[config.mk]
export PLATFORM = sky130hd
export DESIGN_NAME = rdp_regress_seq
export DESIGN_NICKNAME = d
export VERILOG_FILES = /design/src/rtl/rdp_seq_pkg.sv /design/src/rtl/rdp_level_latch.sv /design/src/rtl/rdp_cmd_filter.sv /design/src/rtl/rdp_regress_seq.sv
export SDC_FILE = /design/constraint.sdc
export NUM_CORES = 1
export LEC_CHECK = 0
export ABC_AREA = 1
export BUFFER_PORTS_ARGS = -buffer_cell sky130_fd_sc_hd__buf_4
export CORE_MARGIN = 1.5
export CORE_UTILIZATION = 37
export DETAILED_ROUTE_END_ITERATION = 6
export PLACE_DENSITY = 0.7
export SYNTH_ARGS = -nofsm -noshare
export SYNTH_HDL_FRONTEND = slang
export SYNTH_SLANG_ARGS = --single-unit
[constraint.sdc]
create_clock -name clk -period 1.2 [get_ports clk]
set_clock_uncertainty 0.1 [all_clocks]
set_input_delay 0.06 -clock clk [delete_from_list [all_inputs] [get_ports clk]]
set_output_delay 0.06 -clock clk [all_outputs]
set_load 0.02 [all_outputs]
[src/rtl/rdp_seq_pkg.sv]
package rdp_seq_pkg;

    typedef enum logic [2:0] {
        ST_IDLE       = 3'd0,
        ST_OPT_ERASED = 3'd1,
        ST_MASS_ERASE = 3'd2,
        ST_RDP_WRITE  = 3'd3,
        ST_DONE       = 3'd4
    } seq_state_e;

    typedef enum logic [1:0] {
        LVL_OPEN      = 2'd0,
        LVL_READ_LOCK = 2'd1,
        LVL_PERMANENT = 2'd2
    } prot_lvl_e;

    typedef struct packed {
        seq_state_e state;
        logic       pend;
        logic       reject;
    } seq_regs_t;

endpackage

[src/rtl/rdp_level_latch.sv]
module rdp_level_latch
    import rdp_seq_pkg::*;
#(
    parameter int              DATA_W     = 8,
    parameter logic [DATA_W-1:0] UNPROT_VAL = 8'hA5
) (
    input  logic              clk,
    input  logic              rst_n,
    input  logic              reload,
    input  logic [DATA_W-1:0] stored_rdp,
    input  logic              stored_top,
    output prot_lvl_e         level
);
    prot_lvl_e lvl_d, lvl_q;

    always_comb begin
        lvl_d = lvl_q;
        if (reload) begin
            if (stored_top)
                lvl_d = LVL_PERMANENT;
            else if (stored_rdp == UNPROT_VAL)
                lvl_d = LVL_OPEN;
            else
                lvl_d = LVL_READ_LOCK;
        end
    end

    // Safe default until the first reload: read-locked
    always_ff @(posedge clk or negedge rst_n) begin
        if (!rst_n) lvl_q <= LVL_READ_LOCK;
        else        lvl_q <= lvl_d;
    end

    assign level = lvl_q;
endmodule

[src/rtl/rdp_cmd_filter.sv]
module rdp_cmd_filter
    import rdp_seq_pkg::*;
(
    input  logic       bus_erase,
    input  logic       bus_wr,
    input  logic       unlocked,
    input  prot_lvl_e  level,
    input  seq_state_e state,
    output logic       erase_ok,
    output logic       wr_ok,
    output logic       refuse,
    output logic       busy
);
    logic any_cmd;
    logic allowed_lvl;

    always_comb begin
        busy        = (state == ST_MASS_ERASE) || (state == ST_RDP_WRITE);
        any_cmd     = bus_erase || bus_wr;
        allowed_lvl = (level == LVL_READ_LOCK);
        refuse      = any_cmd && (busy || !unlocked || (level == LVL_PERMANENT));
        erase_ok    = bus_erase && unlocked && allowed_lvl
                      && ((state == ST_IDLE) || (state == ST_OPT_ERASED));
        wr_ok       = bus_wr && unlocked && allowed_lvl && (state == ST_OPT_ERASED);
    end
endmodule

[src/rtl/rdp_regress_seq.sv]
module rdp_regress_seq
    import rdp_seq_pkg::*;
#(
    parameter int                DATA_W     = 8,
    parameter logic [DATA_W-1:0] UNPROT_VAL = 8'hA5
) (
    input  logic              clk,
    input  logic              rst_n,
    input  logic              opt_unlocked,
    input  logic              bus_opt_erase,
    input  logic              bus_opt_wr,
    input  logic [DATA_W-1:0] bus_opt_wdata,
    output logic              eng_req,
    output logic              eng_op,
    output logic [DATA_W-1:0] eng_data,
    input  logic              eng_ack,
    input  logic              eng_done,
    input  logic              sys_reload,
    input  logic [DATA_W-1:0] stored_rdp,
    input  logic              stored_top,
    output logic              seq_busy,
    output logic              cmd_reject,
    output logic [2:0]        seq_state,
    output logic [1:0]        eff_level
);
    localparam seq_regs_t RESET_REGS = '{state: ST_IDLE, pend: 1'b0, reject: 1'b0};

    seq_regs_t r_d, r_q;
    prot_lvl_e level;
    logic      erase_ok, wr_ok, refuse, busy;

    rdp_level_latch #(.DATA_W(DATA_W), .UNPROT_VAL(UNPROT_VAL)) u_level (
        .clk        (clk),
        .rst_n      (rst_n),
        .reload     (sys_reload),
        .stored_rdp (stored_rdp),
        .stored_top (stored_top),
        .level      (level)
    );

    rdp_cmd_filter u_filter (
        .bus_erase (bus_opt_erase),
        .bus_wr    (bus_opt_wr),
        .unlocked  (opt_unlocked),
        .level     (level),
        .state     (r_q.state),
        .erase_ok  (erase_ok),
        .wr_ok     (wr_ok),
        .refuse    (refuse),
        .busy      (busy)
    );

    always_comb begin
        r_d        = r_q;
        r_d.reject = refuse;
        if (sys_reload) begin
            r_d.state = ST_IDLE;
            r_d.pend  = 1'b0;
        end else begin
            unique case (r_q.state)
                ST_IDLE: begin
                    if (erase_ok) r_d.state = ST_OPT_ERASED;
                end
                ST_OPT_ERASED: begin
                    if (!opt_unlocked) begin
                        r_d.state = ST_IDLE;
                    end else if (wr_ok) begin
                        if (bus_opt_wdata == UNPROT_VAL) begin
                            r_d.state = ST_MASS_ERASE;
                            r_d.pend  = 1'b1;
                        end else begin
                            r_d.state = ST_IDLE;
                        end
                    end
                end
                ST_MASS_ERASE, ST_RDP_WRITE: begin
                    if (r_q.pend) begin
                        if (eng_ack) r_d.pend = 1'b0;
                    end else if (eng_done) begin
                        if (r_q.state == ST_MASS_ERASE) begin
                            r_d.state = ST_RDP_WRITE;
                            r_d.pend  = 1'b1;
                        end else begin
                            r_d.state = ST_DONE;
                        end
                    end
                end
                ST_DONE: begin
                    r_d.state = ST_DONE;
                end
                default: begin
                    r_d.state = ST_IDLE;
                    r_d.pend  = 1'b0;
                end
            endcase
        end
    end

    always_ff @(posedge clk or negedge rst_n) begin
        if (!rst_n) r_q <= RESET_REGS;
        else        r_q <= r_d;
    end

    assign eng_req    = r_q.pend && busy;
    assign eng_op     = (r_q.state == ST_RDP_WRITE);
    assign eng_data   = UNPROT_VAL;
    assign seq_busy   = busy;
    assign cmd_reject = r_q.reject;
    assign seq_state  = r_q.state;
    assign eff_level  = level;
endmodule

==> Yosys cells after proc, flatten, opt, wreduce, memory -nomap -nowiden <==
Cells that the tools add are included.
{ "word_totals": {"regBits": 7, "in_bits": 25, "out_inout_bits": 17} }
{ "classes": {"n_eq_ne": 16, "mux": 17, "reduce_logical": 19} }
{ "ops": {"columns": ["op", "count"], "rows": [
  ["equality test 8 bit (second input constant)", 2],
  ["!= test 3 bit (second input constant)", 5],
  ["two-way mux 3 bit", 4],
  ["two-way mux 4 bit", 3],
  ["one-hot mux 3 bit (4 select lines)", 1],
  ["logical AND 1 bit", 8],
  ["AND reduction 4 bit", 2],
  ["equality test 3 x 2 -> 1 bit (second input constant)", 2],
  ["two-way mux 1 bit", 6],
  ["logical OR 1 bit", 5],
  ["two-way mux 2 bit", 2],
  ["!= test 4 x 3 -> 1 bit (second input constant)", 1],
  ["OR reduction 2 bit", 2],
  ["equality test 3 x 1 -> 1 bit (second input constant)", 1],
  ["equality test 3 bit (second input constant)", 1],
  ["zero test 3 bit", 1],
  ["!= test 3 x 2 -> 1 bit (second input constant)", 1],
  ["one-hot mux 1 bit (3 select lines)", 1],
  ["equality test 2 x 1 -> 1 bit (second input constant)", 1],
  ["equality test 2 bit (second input constant)", 1],
  ["!= test 2 x 1 -> 1 bit (second input constant)", 1],
  ["zero test 1 bit", 1]
]} }

==> Depth between registers and ports, before layout <==
Gate-level depths: netlist (run 1).
{ "logic_depth": {"word_depth": 7, "ltp_mapped": 9, "ltp_nobuf": 9} }

==> Hierarchy <==
A second synthesis (run 1) with hierarchy kept.
{ "hier_totals": {"cells_unflattened": 111, "hier_area_um2": 659.4} }
{ "by_module_without_submodules": {"columns": ["module", "n_inst", "seq_area_each_um2", "cells_per_inst", "area_each_um2"], "rows": [
  ["rdp_regress_seq", 1, 125.1, 75, 467.9],
  ["rdp_level_latch", 1, 51.3, 20, 126.4],
  ["rdp_cmd_filter", 1, 0.0, 16, 65.1]
]} }

==> Worst setup path after synthesis (run 1) <==
OpenSTA, ideal clock, no wires.
{ "synth_timing": {"path_kind": "register to register", "from": "register u_level.lvl_q[0] (netlist: u_level.level[0])", "to": "register r_q, in the netlist seq_state[0]", "n_path_buf": 0, "path_stages_with_launch": 10, "setup_time_ns": 0.118, "slack_ns": -0.135, "arrival_ns": 1.117, "t_required_ns": 0.982, "path_cell_list": "dfstp_2 inv_1 nor2_1 nand2_1 nand2_2 nand2_2 nand2_2 nand2_2 nand2_1 o21ai_2"} }
{ "synth_between": {"elab_chain_len": 5, "word_cells_on_any_way": 8} }
{ "synth_lines": {"columns": ["item", "line_no", "text"], "rows": [
  ["start, declared", "rdp_level_latch.sv:14", "prot_lvl_e lvl_d, lvl_q;"],
  ["start signal, assigned", "rdp_level_latch.sv:31", "else lvl_q <= lvl_d;"],
  ["equality test 2 x 1 -> 1 bit (*)", "rdp_cmd_filter.sv:20", "allowed_lvl = (level == LVL_READ_LOCK);"],
  ["logical AND 1 bit, on equally long branches", "rdp_cmd_filter.sv:24, rdp_cmd_filter.sv:22", null],
  ["logical AND 1 bit, on equally long branches", "rdp_cmd_filter.sv:24, rdp_cmd_filter.sv:23", null],
  ["!= test 4 x 3 -> 1 bit (no source line) / != test 3 bit (equally long branches)", null, null],
  ["AND reduction 4 bit (no source line) (*)", null, null],
  ["end signal, assigned", "rdp_regress_seq.sv:101", "else r_q <= r_d;"],
  ["end, declared", "rdp_regress_seq.sv:28", "seq_regs_t r_d, r_q;"]
]} }
Mark *: on every way between the ends. The rest lies on a longest branch, timed or not.
A chain may end at the register's enable or synchronous reset.

==> Worst setup path in the final report (run 1) <==
Same ends and word-level chain as after synthesis.

==> impl_metrics.tcl, run 1 <==
set metrics [dict create \
    status "finished with violations" \
    violations_in_the_final_reports "setup timing" \
    critical_path_sink_type "flip-flop" \
    worst-path-buf-inv 1 \
    row_count 15 \
    postSynthRegisterBits 7 \
    clk_root_buffer_cell "clkbuf_4" \
    summed_instance_area_of_the_synthesized_netlist_um2 677 \
    post_drt_via_cell_ratio 4.40 \
    critPathKind "flip-flop to flip-flop" \
    clock_sink_count 7 \
    drtAntennaViolNets 0 \
    timing.critical_path.max_delay_family "flip-flops" \
    place_congestion 0.818 \
    cp_common_cell "nand2_2" \
    synth_area_per_cell_um2 6.33 \
    startpoint_type "flip-flop" \
    die_h_um 45.8 \
    leading_cell_type_in_the_layout_fill_and_taps_excluded "buf_4" \
    ir_worst_vdd_mv 0.694 \
    filler_cell_count 167 \
    drv.max_cap_violation_count 0 \
    die_area_um2 2090 \
    cts-htree-levels 1 \
    cell_depth_of_the_worst_min_delay_path 4 \
    initial_utilization_pct 39.2 \
    holdWs_ns 0.0124 \
    worst-endpoint-arrival_ns 1.33 \
    seq_area_frac_synth_pct 26.1 \
    synth_cell_type_count 22 \
    io_buffers 33 \
    hold_viol_final 0 \
    path_depth 9 \
    cells_taking_the_most_area_after_synthesis "dfrtp_1, nand2_1, buf_4, nor2_1, inv_1" \
    ioPinCount 42 \
    gr-usage-all-layers_pct 19.0 \
    final_nets 184 \
    first_pass_grt_wire_length_um 2890 \
    grt_setup_unrepaired "true" \
    min_period_over_period_pct 107 \
    worst-endpoint-required_ns 1.24 \
    drt-total-wl_um 1650 \
    global_route.overflow_total 0 \
    synth_top_cell_area_share_pct 22.2 \
    yosys_warnings 0 \
    avgRoutedWirePerCell_um 8.99 \
    grt_pass1_vias 746 \
    holdCritPathClass "input pin to flip-flop" \
    drive_gt1_share_pct 48.7 \
    max_freq_ghz 0.779 \
    finalSetupViolCount 7 \
    mostFrequentLayoutCells "buf_4, nand2_1, nor2_1, inv_1" \
    postLayoutCoreUtil_pct 66.1 \
    hpwl_um 1350 \
    antenna_found_initial 0 \
    cts_tree "done" \
    setup-tns-final_ns -0.401 \
    setup_ws_ns -0.0844 \
    numCtsBuffers 3 \
    grt_start_max_net_pins 10 \
    netlist.top_cell.by_area "dfrtp_1" \
    crit_path_cells "inv_2 -> nor2_2 -> nand2_1 -> nand2_2 -> nand2_2 -> nand2_2 -> nand2_4 -> nand2_2 -> o21ai_2" \
    ctsLongestPathBuffers 2 \
    core_um2 1730 \
    dieWidth_um 45.8 \
    p_leak_nw 0.612 \
    powerDensity_nw_per_um2 1080 \
    max_stage_delay_ns 0.55 \
    area_growth_pct 68.6 \
    worst_r2r_path_depth 9 \
    route.detailed.drc 0 \
    critical-path-slowest-cell "dfstp_2" \
    postSynthCellCount 107 \
    drt-pass1-iter-count 4 \
    post-place-ws_ns -0.0979 \
    tmin_final_ns 1.28 \
    vias 806 \
    crit_path_max_fanout 4 \
    num_antenna_cells 0 \
    initial_drc_count 7 \
    clk_latency_ns 0.25 \
    maxSlewViolCount 0 \
    clk_pin_slew_ns 0.05 \
]
[where the power goes]
part	switching [mW]	total (mW)	internal, mW	leakage [nW]
registers	0.0483	0.330	0.281	0.0859
clock network	0.0923	0.220	0.127	0.0150
logic	0.350	0.680	0.330	0.511
total	0.490	1.23	0.739	0.612
[final cells by class]
class                   count  area (um2)  share of cell area, %
repair buffers             52         433                   37.9
multi-input cells          77         403                   35.3
flip-flops and latches      7         178                   15.6
inverters                  18        70.1                   6.14
well taps                  25        31.3                   2.74
clock buffers               4        26.3                   2.30
[stage by stage]
| step | instances | area (um2) | power (mW) |
|---|---|---|---|
| 2_1_floorplan | 113 | 704 | 0.698 |
| 3_3_place_gp | 171 | 983 | 0.897 |
| 3_5_place_dp | 171 | 983 | 0.912 |
| 4_1_cts | 182 | 1100 | 1.17 |
| 5_1_grt | 183 | 1140 | 1.33 |
| 6_report | 183 | 1140 | 1.23 |
[cell usage after synthesis, drive strengths merged]
| cell | n |
|---|---|
| conb | 2 |
| nor2 | 18 |
| o21ai | 8 |
| nor3 | 1 |
| buf | 11 |
| dfrtp | 6 |
| nand2 | 29 |
| a21oi | 3 |
| nand3 | 8 |
| o211ai | 1 |
| nand4 | 1 |
| inv | 18 |
| dfstp | 1 |
[cells by family after synthesis]
kind of cell	after synthesis	share of synthesized area (%)
compound gates	12	10.4
buf+inv	29	22.6
flops	7	26.1
other cells	2	1.11
simple gates	57	39.9
[path summary, 6_finish.rpt]
| check | startpoint | end | slack [ns] |
|---|---|---|---|
| worst max register to register | u_level.level[0]$_DFFE_PN1P_ | seq_state[0]$_DFFE_PN0P_ | -0.08 |
| worst min register to register | r_q[1]$_DFFE_PN0P_ | r_q[1]$_DFFE_PN0P_ | 0.45 |
| worst min-delay path | sys_reload | seq_state[1]$_DFFE_PN0P_ | 0.01 |
| min in group asynchronous | rst_n | r_q[1]$_DFFE_PN0P_ | 0.07 |
| max in group asynchronous | rst_n | u_level.level[0]$_DFFE_PN1P_ | 0.72 |
| worst max-delay path | u_level.level[0]$_DFFE_PN1P_ | seq_state[0]$_DFFE_PN0P_ | -0.08 |
[layer usage]
layer  vias up  global-route usage [%]  wire length (um)
met3         4                    3.57                81
li1        416                       -                 -
met5         -                       0                 0
met2        37                    33.5               859
met1       349                    22.7               675
met4         0                    6.86                30
[sequential cells by signal, indices dropped and copies added, names as in the netlist]
register,cells
cmd_reject,1
u_level.level,2
seq_state,3
r_q,1
[tightest hold or removal path: cells and delay by family]
kind | cells | cell delay [ns]
AOI/OAI and AO/OA | 1 | 0.05
buffers and inverters | 1 | 0.12
and+or+nand+nor | 2 | 0.10
[what timing repair did]
action,CTS,global route
hold endpoints to repair,10,0
hold buffers,5,0
setup buffers,2,1
gates resized for setup,9,9
pin swaps,2,2
endpoints found under the setup margin,8,9
No activity file was read; power rests on OpenSTA's default activity.
==> inputs of run 2 (changes only) <==
- ABC_AREA: 1 -> 0
- CORE_UTILIZATION: 37 -> 36
==> run 2 against run 1 <==
The flow finishes with violations (DRC, setup timing). Utilization is 2.0 points lower. Combinational power is 70% lower. Global-route usage is 2.5 points lower. Highest routed layer unchanged.
==> impl_metrics.tcl, run 2 <==
set metrics [dict create \
    postSynthRegisterBits 7 \
    area_taken_by_multi_input_logic_gates_um2 352 \
    avgRoutedWirePerCell_um 12.3 \
    number_of_enable_flip_flop_cells_after_synthesis 0 \
    clk_latency_ns 0.25 \
    yosys_warnings 0 \
    vias 625 \
    synth_top_cell_area_share_pct 24.1 \
    endpoint_of_the_lowest_slack_register_to_register_path "seq_state[0]$_DFFE_PN0P_" \
    power.internal_mw 0.495 \
    netlist.top_cell.by_area "dfrtp_1" \
    post_drt_via_cell_ratio 4.92 \
    tmin_final_ns 1.35 \
    post-layout-total-power_mw 0.690 \
    power.share.combinational_pct 29.7 \
    startpoint_type "flip-flop" \
    row_count 14 \
    maxSlewViolCount 0 \
    clk_pin_slew_ns 0.06 \
    pwr-share-seq_pct 38.5 \
    die_h_um 44.6 \
    drtAntennaViolNets 0 \
    area.sequential_um2 180 \
    route.detailed.drc 3 \
    switching_power_mw 0.194 \
    critical_path_sink_type "output pin" \
    reg2reg_setup_slack_ns -0.14 \
    worst_r2r_path_depth 5 \
    max_freq_ghz 0.739 \
    critPathCapture "eng_op" \
    gr-usage-all-layers_pct 16.5 \
    regToRegStartpoint "seq_state[1]$_DFFE_PN0P_" \
    drt-total-wl_um 1560 \
    grt_setup_unrepaired "true" \
    dieWidth_um 44.6 \
    finalSetupViolCount 6 \
    cts_tree "done" \
    holdCritPathClass "input pin to asynchronous set/reset pin" \
    critPathKind "flip-flop to output pin" \
    ctsLongestPathBuffers 2 \
    io_buffers 33 \
    power_frac_clock_pct 31.8 \
    critPathLaunch "seq_state[2]$_DFFE_PN0P_" \
    ioPinCount 42 \
    drv.max_cap_violation_count 0 \
    num_antenna_cells 0 \
    grt_start_max_net_pins 14 \
    seq_area_frac_synth_pct 28.4 \
    numCtsBuffers 3 \
    filler_cell_count 125 \
    cts-htree-levels 1 \
    clk_root_buffer_cell "clkbuf_4" \
    place_congestion 0.807 \
    ir_worst_vdd_mv 0.592 \
    setup-tns-final_ns -0.592 \
    initial_drc_count 17 \
    synth_area_per_cell_um2 9.14 \
    postLayoutCoreUtil_pct 64.1 \
    drive_gt1_share_pct 52.3 \
    status "finished with violations" \
    mostFrequentLayoutCells "buf_4, conb_1, buf_6, dlygate4sd3_1" \
    core_um2 1560 \
    worst-endpoint-required_ns 1.04 \
    cells_taking_the_most_area_after_synthesis "dfrtp_1, buf_4, dfstp_2, a21oi_1, and4bb_2" \
    yosys_most_used_dff "dfrtp_1" \
    area_growth_pct 60.8 \
    hpwl_um 1140 \
    synth_cell_type_count 31 \
    setup_ws_ns -0.154 \
    leading_cell_type_in_the_layout_fill_and_taps_excluded "buf_4" \
    worst-endpoint-arrival_ns 1.19 \
    initial_utilization_pct 39.9 \
    postSynthCellCount 68 \
    final_nets 137 \
    first_pass_grt_wire_length_um 2350 \
    violations_in_the_final_reports "DRC, setup timing" \
    summed_instance_area_of_the_synthesized_netlist_um2 622 \
    p_leak_nw 0.472 \
    synth-async-reset-ratio_pct 100 \
    die_area_um2 1990 \
    global_route.overflow_total 0 \
    crit_path_max_fanout 4 \
    hold_viol_final 0 \
    post_synth_most_frequent_cells "buf_4, dfrtp_1, a21oi_1, nor2_1, nand2_1" \
    powerDensity_nw_per_um2 690 \
    grt_pass1_vias 556 \
    yosys.cell_count.top_type "buf_4" \
    clock_sink_count 7 \
    antenna_found_initial 0 \
    min_period_over_period_pct 113 \
    power.share.switching_pct 28.2 \
    largest_register_ffs 3 \
    drt-pass1-iter-count 6 \
]
==> run 2: cell types whose count changed after synthesis, sizes merged, moves of 2 or more <==
cell / previous run / this run
nand2: 29 / 4
inv: 18 / 3
nor2: 18 / 5
nand3: 8 / 0
buf: 11 / 14
nand3b: 0 / 3
nor4bb: 0 / 3
o21ai: 8 / 5
a21oi: 3 / 5
and2: 0 / 2
and4bb: 0 / 2
nor2b: 0 / 2
==> run 2: per-layer routing <==
layer / vias up / global-route usage [%] / wire (um) / part of all wire [%]
li1: 315 / - / - / -
met1: 284 / 20.1 / 658 / 42
met2: 24 / 26.4 / 793 / 51
met3: 2 / 7.76 / 97 / 6.2
met4: 0 / 3.64 / 9 / 0.58
met5: - / 0 / 0 / 0
==> run 2: worst min path at each step <==
stage / end / slack (ns)
after CTS: r_q[1]$_DFFE_PN0P_ / 0.05
final: r_q[1]$_DFFE_PN0P_ / 0.07
after global routing: seq_state[1]$_DFFE_PN0P_ / 0.08
after detailed placement: seq_state[0]$_DFFE_PN0P_ / -0.22
after floorplan: cmd_reject$_DFF_PN0_ / -0.34
after global placement: cmd_reject$_DFF_PN0_ / -0.22
==> run 2: cell type report <==
class	count	area share [%]
Inverter	3	1.13
Tap cell	16	2.00
Multi-Input combinational cell	50	35.2
Timing Repair Buffer	47	41.1
Clock buffer	4	2.63
Sequential cell	7	18.0
==> run 2: what timing repair did <==
| item | CTS | global route |
|---|---|---|
| buffers inserted | 3 | 2 |
| pin swaps | 5 | 2 |
| hold endpoints to repair | 11 | 0 |
| gates cloned | 0 | 0 |
| endpoints found under the setup margin | 7 | 8 |
| resized for setup | 5 | 6 |
| hold buffers | 6 | 0 |
==> run 2: stage by stage <==
step | std cells | cell area, um2 | worst slack [ns] | hold WS, ns
after floorplan | 74 | 646 | -0.0994 | -0.336
after global placement | 112 | 830 | -0.102 | -0.218
after detailed placement | 112 | 830 | -0.134 | -0.219
after CTS | 125 | 962 | -0.151 | 0.0474
after global routing | 127 | 1000 | -0.251 | 0.0781
final | 127 | 1000 | -0.154 | 0.0675
==> run 2: logic make-up (layout without fill, tap and decap cells) <==
| family | Yosys count | after routing | share of synthesized area, % |
|---|---|---|---|
| other cells | 2 | 8 | 1.21 |
| compound gates | 17 | 17 | 19.5 |
| mux | 1 | 1 | 1.81 |
| buf+inv | 17 | 54 | 18.9 |
| simple gates | 24 | 24 | 30.2 |
| flops | 7 | 7 | 28.4 |
==> run 2: critical path, cell delays in order (launching register included) <==
cell and delay [ns]:
dfrtp_1 0.40, and2b_4 0.29, and2_4 0.15, buf_6 0.11
==> run 2: power by group through the flow <==
stage	registers, mW	clock network (mW)	logic, mW
4_1_cts	0.266	0.229	0.196
3_3_place_gp	0.270	0	0.179
2_1_floorplan	0.278	0	0.0991
5_1_grt	0.267	0.240	0.221
6_report	0.265	0.219	0.205
3_5_place_dp	0.270	0	0.180
